File: src/rtl/iqpc_pkg.sv
package iqpc_pkg;
  // Saturating narrow of a wide signed value to W bits.
  function automatic logic signed [31:0] sat_limit_hi(input int w);
    return (32'sd1 <<< (w - 1)) - 32'sd1;
  endfunction
  function automatic logic signed [31:0] sat_limit_lo(input int w);
    return -(32'sd1 <<< (w - 1));
  endfunction
endpackage

File: src/rtl/iqpc_corr_reg.sv
module iqpc_corr_reg #(
  parameter int CFG_W  = 8,
  parameter int CORR_W = 10
) (
  input  logic                     clk,
  input  logic                     rst,
  input  logic                     lo_we,
  input  logic                     hi_we,
  input  logic [CFG_W-1:0]         data,
  output logic signed [CORR_W-1:0] corr
);
  localparam int HI_W = CORR_W - CFG_W;

  logic [CFG_W-1:0] lo_stg, lo_nxt;
  logic [HI_W-1:0]  hi_stg, hi_nxt;
  logic             lo_seen, hi_seen, lo_ok, hi_ok;

  always_comb begin
    lo_nxt = lo_we ? data : lo_stg;
    hi_nxt = hi_we ? data[HI_W-1:0] : hi_stg;
    lo_ok  = lo_seen | lo_we;
    hi_ok  = hi_seen | hi_we;
  end

  always_ff @(posedge clk) begin
    if (rst) begin
      lo_stg  <= '0;
      hi_stg  <= '0;
      lo_seen <= 1'b0;
      hi_seen <= 1'b0;
      corr    <= '0;
    end else begin
      lo_stg <= lo_nxt;
      hi_stg <= hi_nxt;
      if (lo_ok && hi_ok) begin
        corr    <= {hi_nxt, lo_nxt};
        lo_seen <= 1'b0;
        hi_seen <= 1'b0;
      end else begin
        lo_seen <= lo_ok;
        hi_seen <= hi_ok;
      end
    end
  end
endmodule

File: src/rtl/iqpc_delay.sv
module iqpc_delay #(
  parameter int W     = 14,
  parameter int DEPTH = 2
) (
  input  logic         clk,
  input  logic         rst,
  input  logic [W-1:0] d,
  output logic [W-1:0] q
);
  logic [W-1:0] stg [DEPTH];

  for (genvar k = 0; k < DEPTH; k++) begin : g_stage
    always_ff @(posedge clk) begin
      if (rst) stg[k] <= '0;
      else     stg[k] <= (k == 0) ? d : stg[(k == 0) ? 0 : k-1];
    end
  end

  assign q = stg[DEPTH-1];
endmodule

File: src/rtl/iqpc_q_path.sv
module iqpc_q_path
  import iqpc_pkg::*;
#(
  parameter int SAMPLE_W   = 14,
  parameter int CORR_W     = 10,
  parameter int FRAC_SHIFT = 11
) (
  input  logic                       clk,
  input  logic                       rst,
  input  logic signed [SAMPLE_W-1:0] i_s,
  input  logic signed [SAMPLE_W-1:0] q_s,
  input  logic signed [CORR_W-1:0]   corr,
  output logic signed [SAMPLE_W-1:0] q_out
);
  localparam int PROD_W = SAMPLE_W + CORR_W;
  localparam int SUM_W  = PROD_W + 1;
  localparam logic signed [SUM_W-1:0] MAXV = SUM_W'(sat_limit_hi(SAMPLE_W));
  localparam logic signed [SUM_W-1:0] MINV = SUM_W'(sat_limit_lo(SAMPLE_W));

  logic signed [PROD_W-1:0]   prod_r;
  logic signed [SAMPLE_W-1:0] q_r;
  logic signed [SUM_W-1:0]    sum;

  always_ff @(posedge clk) begin
    if (rst) begin
      prod_r <= '0;
      q_r    <= '0;
    end else begin
      prod_r <= PROD_W'(i_s) * PROD_W'(corr);
      q_r    <= q_s;
    end
  end

  always_comb begin
    sum = SUM_W'(q_r) + SUM_W'(prod_r >>> FRAC_SHIFT);
  end

  always_ff @(posedge clk) begin
    if (rst)              q_out <= '0;
    else if (sum > MAXV)  q_out <= MAXV[SAMPLE_W-1:0];
    else if (sum < MINV)  q_out <= MINV[SAMPLE_W-1:0];
    else                  q_out <= sum[SAMPLE_W-1:0];
  end
endmodule

File: src/rtl/iq_phase_corrector.sv
module iq_phase_corrector #(
  parameter int SAMPLE_W   = 14,
  parameter int CFG_W      = 8,
  parameter int CORR_W     = 10,
  parameter int FRAC_SHIFT = 11
) (
  input  logic                clk,
  input  logic                rst,
  input  logic                cfg_lo_we,
  input  logic                cfg_hi_we,
  input  logic [CFG_W-1:0]    cfg_data,
  input  logic                in_valid,
  input  logic [SAMPLE_W-1:0] in_i,
  input  logic [SAMPLE_W-1:0] in_q,
  output logic                out_valid,
  output logic [SAMPLE_W-1:0] out_i,
  output logic [SAMPLE_W-1:0] out_q
);
  localparam int LAT = 2;

  logic signed [CORR_W-1:0]   corr_active;
  logic signed [SAMPLE_W-1:0] q_corr;

  iqpc_corr_reg #(.CFG_W(CFG_W), .CORR_W(CORR_W)) u_reg (
    .clk(clk), .rst(rst), .lo_we(cfg_lo_we), .hi_we(cfg_hi_we),
    .data(cfg_data), .corr(corr_active)
  );

  iqpc_q_path #(.SAMPLE_W(SAMPLE_W), .CORR_W(CORR_W), .FRAC_SHIFT(FRAC_SHIFT)) u_q (
    .clk(clk), .rst(rst), .i_s($signed(in_i)), .q_s($signed(in_q)),
    .corr(corr_active), .q_out(q_corr)
  );

  iqpc_delay #(.W(SAMPLE_W), .DEPTH(LAT)) u_dly_i (
    .clk(clk), .rst(rst), .d(in_i), .q(out_i)
  );

  iqpc_delay #(.W(1), .DEPTH(LAT)) u_dly_v (
    .clk(clk), .rst(rst), .d(in_valid), .q(out_valid)
  );

  assign out_q = q_corr;
endmodule

File: config.mk
export PLATFORM = sky130hd
export DESIGN_NAME = iq_phase_corrector
export DESIGN_NICKNAME = d
export VERILOG_FILES = /design/src/rtl/iqpc_pkg.sv /design/src/rtl/iqpc_corr_reg.sv /design/src/rtl/iqpc_delay.sv /design/src/rtl/iqpc_q_path.sv /design/src/rtl/iq_phase_corrector.sv
export SDC_FILE = /design/constraint.sdc
export NUM_CORES = 1
export LEC_CHECK = 0
export ABC_AREA = 1
export BUFFER_PORTS_ARGS = -buffer_cell sky130_fd_sc_hd__buf_2
export CAP_MARGIN = 20
export CORE_MARGIN = 4
export CORE_UTILIZATION = 60
export CTS_CLUSTER_SIZE = 16
export DETAILED_ROUTE_END_ITERATION = 10
export PLACE_DENSITY = 0.8
export SLEW_MARGIN = 25
export SYNTH_ARGS = -nofsm -noshare
export SYNTH_HDL_FRONTEND = slang
export SYNTH_SLANG_ARGS = --single-unit
File: constraint.sdc
create_clock -name clk -period 10.3 [get_ports clk]
set_input_delay 3.09 -clock clk [delete_from_list [all_inputs] [get_ports clk]]
set_output_delay 3.09 -clock clk [all_outputs]
set_load 0.005 [all_outputs]
==> impl_metrics.json <==
{
  "clock-sinks": 93,
  "cts_resized": 0,
  "drt_wl_total_mm": 19.7,
  "cts_buffers": 9,
  "grt_usage": 0.256,
  "ctsHoldBuffers": 0,
  "portBuffers": 69,
  "clkPwrFrac": 0.132,
  "arrival_ns": 7.88,
  "synth_top_area_frac": 0.275,
  "grt_pass1_vias": 7335,
  "gp_congestion": 0.953,
  "combPwrFrac": 0.684,
  "core_area_sq_mm": 0.0146,
  "postCtsSetupBuffers": 0,
  "ys_types": 35,
  "htree_num_levels": 3,
  "synth_common_cells": "inv_1, nand2_1, fa_1, nor2_1, dfxtp_1",
  "synth.net_count": 1410,
  "cp_slowest_cell": "fa_1",
  "status": "completed",
  "dr.first_iter.drc_count": 467,
  "clock_skew_ns": 0.00836,
  "yosysMostFrequentCell": "inv_1",
  "cts_tree": "built",
  "cap_violations": 0,
  "fin_area_sq_mm": 0.00968,
  "synth_edf_count": 0,
  "hp-class": "reg -> reg",
  "period_needed_ns": 7.64,
  "power.share.sequential": 0.185,
  "grt_overflow": 0,
  "slew_headroom": 0.344,
  "powerDensity_mw_per_mm2": 264,
  "worst_pin_slew_ns": 0.978,
  "die_height_microns": 130,
  "fin_crit_sh": 0.742,
  "dr_total_vias": 7323,
  "synth_seq_cells": 93,
  "critPathLaunchType": "primary input",
  "internal_power_mw": 1.26,
  "setup.worst_path.class": "in -> reg",
  "rr_worst_depth": 19,
  "drive_gt1_frac": 0.0789,
  "ys_warn_count": 0,
  "cp_max_fo": 11,
  "root_buffer": "clkbuf_16",
  "syn_avg_cell_area_sq_um": 7.59,
  "clock_path_buffers": 2,
  "synth_area_sq_mm": 0.00894,
  "drc_errors": 0,
  "avgRoutedWirePerCell_microns": 13.9,
  "rsz0062_at_grt": "false",
  "ios": 70,
  "antenna-diode-count": 0,
  "multi_input_area_sq_mm": 0.00583,
  "die_w_microns": 130,
  "critPathRequiredTime_ns": 10.54,
  "p_switching_mw": 1.29,
  "antenna_found_initial": 0,
  "initial_core_util": 0.613,
  "hpwlAfterDp_mm": 15.6,
  "synth-seq-area-share": 0.208,
  "nets": 1457,
  "vias_per_cell": 5.18,
  "ys_top_cells_by_area": "fa_1, dfxtp_1, inv_1",
  "worst_ir_drop_vdd_uv": 264,
  "fill_cells": 1226,
  "endpoint_kind": "flop",
  "area_delta_synth_final_pct": 8.28,
  "drtAntennaViolNets": 0,
  "fmax_mhz": 131,
  "postLayoutCoreUtil": 0.664,
  "p_leak_nw": 5.68,
  "setup-tns-final_ns": 0,
  "finalSetupViolCount": 0,
  "placed_area_sq_mm": 0.00939,
  "grt_max_degree": 49,
  "slew_viol_final": 0,
  "min_path_cells": 2,
  "hold_viol_final": 0,
  "worstPathCellList": "buf_2 > nand2_1 > inv_1 > fa_1 > inv_1 > fa_1 > inv_1 > fa_1 > fa_1 > inv_1 > fa_1 > inv_1 > ha_1 > nand2_1 > nor3_1 > nand3_1 > nand3_1 > nand2_1 > nand2_1 > nor2_1",
  "cp_slowest_stage_delay_ns": 0.57,
  "seqCellArea_sq_mm": 0.00186,
  "die-area_sq_mm": 0.0169,
  "path_clk_slew_ns": 0.06,
  "p_sw_frac": 0.507,
  "synth_flop_cell": "dfxtp_1",
  "clk_latency_ns": 0.35,
  "grt_pass1_wl_mm": 34.4,
  "synth-async-reset-ratio": 0,
  "dr.pass1.iters": 5,
  "rows": 44,
  "synth_area_leader_cell": "fa_1",
  "synth_cells": 1178
}
[worst paths after layout]
path                                                    from                      endpoint  slack [ns]
worst min-delay path            u_dly_i.stg[0][1]$_SDFF_PP0_  u_dly_i.stg[1][1]$_SDFF_PP0_        0.40
worst max register to register    u_reg.corr[1]$_SDFFE_PP0P_     u_q.prod_r[23]$_SDFF_PP0_        4.74
worst min register to register  u_dly_i.stg[0][1]$_SDFF_PP0_  u_dly_i.stg[1][1]$_SDFF_PP0_        0.40
worst max-delay path                                in_i[13]     u_q.prod_r[23]$_SDFF_PP0_        2.66
[power by group through the flow]
stage          registers (mW)  clock network [mW]  logic (mW)
5_1_grt                 0.478               0.358        2.05
3_3_place_gp            0.479                   0        1.69
3_5_place_dp            0.480                   0        1.73
6_report                0.472               0.336        1.75
2_1_floorplan           0.459                   0        1.35
4_1_cts                 0.472               0.343        1.74
[logic make-up (layout without fill, tap and decap cells)]
family / Yosys count / in the layout / synth area share
compound gates: 93 / 93 / 0.0582
xor+xnor: 17 / 17 / 0.0166
fa+ha+maj: 191 / 191 / 0.370
buf+inv: 329 / 381 / 0.140
flops: 93 / 93 / 0.208
simple gates: 455 / 455 / 0.207
[stage by stage]
stage               hold slack (ns)  power [mW]  std cells  setup slack, ns
global placement              0.389        2.17       1398             2.36
finish                        0.402        2.56       1414             2.66
detailed placement            0.395        2.21       1398             2.33
CTS                           0.404        2.56       1414             2.69
global route                  0.417        2.89       1414             2.35
floorplan                     0.388        1.81       1178             2.84
[worst max-delay path, delay by kind of cell]
family | cells | cell delay, ns
buffers and inverters | 6 | 0.57
and+or+nand+nor | 8 | 1.19
adders and majority gates | 6 | 3.01
[cells in the final DEF (no fill, tap or decap), drive strengths merged, types with 5 or more instances in the layout]
cell,count
inv,295
nand2,273
nor2,124
fa,123
dfxtp,93
buf,70
ha,68
a21oi,48
nand3,40
o21ai,27
xor2,10
clkbuf,10
o22a,9
nor3,7
xnor2,7
clkinv,5
[registers in the layout (all words and copies together), names as in the netlist, 2 cells and up]
| register | flops |
|---|---|
| u_q.q_r | 14 |
| u_q.q_out | 14 |
| u_dly_i.stg | 28 |
| u_q.prod_r | 13 |
| u_reg.corr | 10 |
| u_reg.hi_stg | 2 |
| u_reg.lo_stg | 8 |
| u_dly_v.stg | 2 |
[per-layer routing]
metal | vias up | track usage | share of wire
met5 | - | 0 | 0
met4 | 0 | 0.0837 | 0.022
met3 | 39 | 0.0471 | 0.067
met2 | 265 | 0.421 | 0.48
met1 | 3472 | 0.344 | 0.43
li1 | 3547 | - | -
[area by class of cell]
class / instances / share of cell area
multi-input cells: 756 / 0.602
flip-flops and latches: 93 / 0.192
inverters: 295 / 0.114
repair buffers: 70 / 0.0364
well taps: 184 / 0.0238
clock buffers: 10 / 0.0236
clock inverters: 6 / 0.00724
No activity file was read; power rests on OpenSTA's default activity.
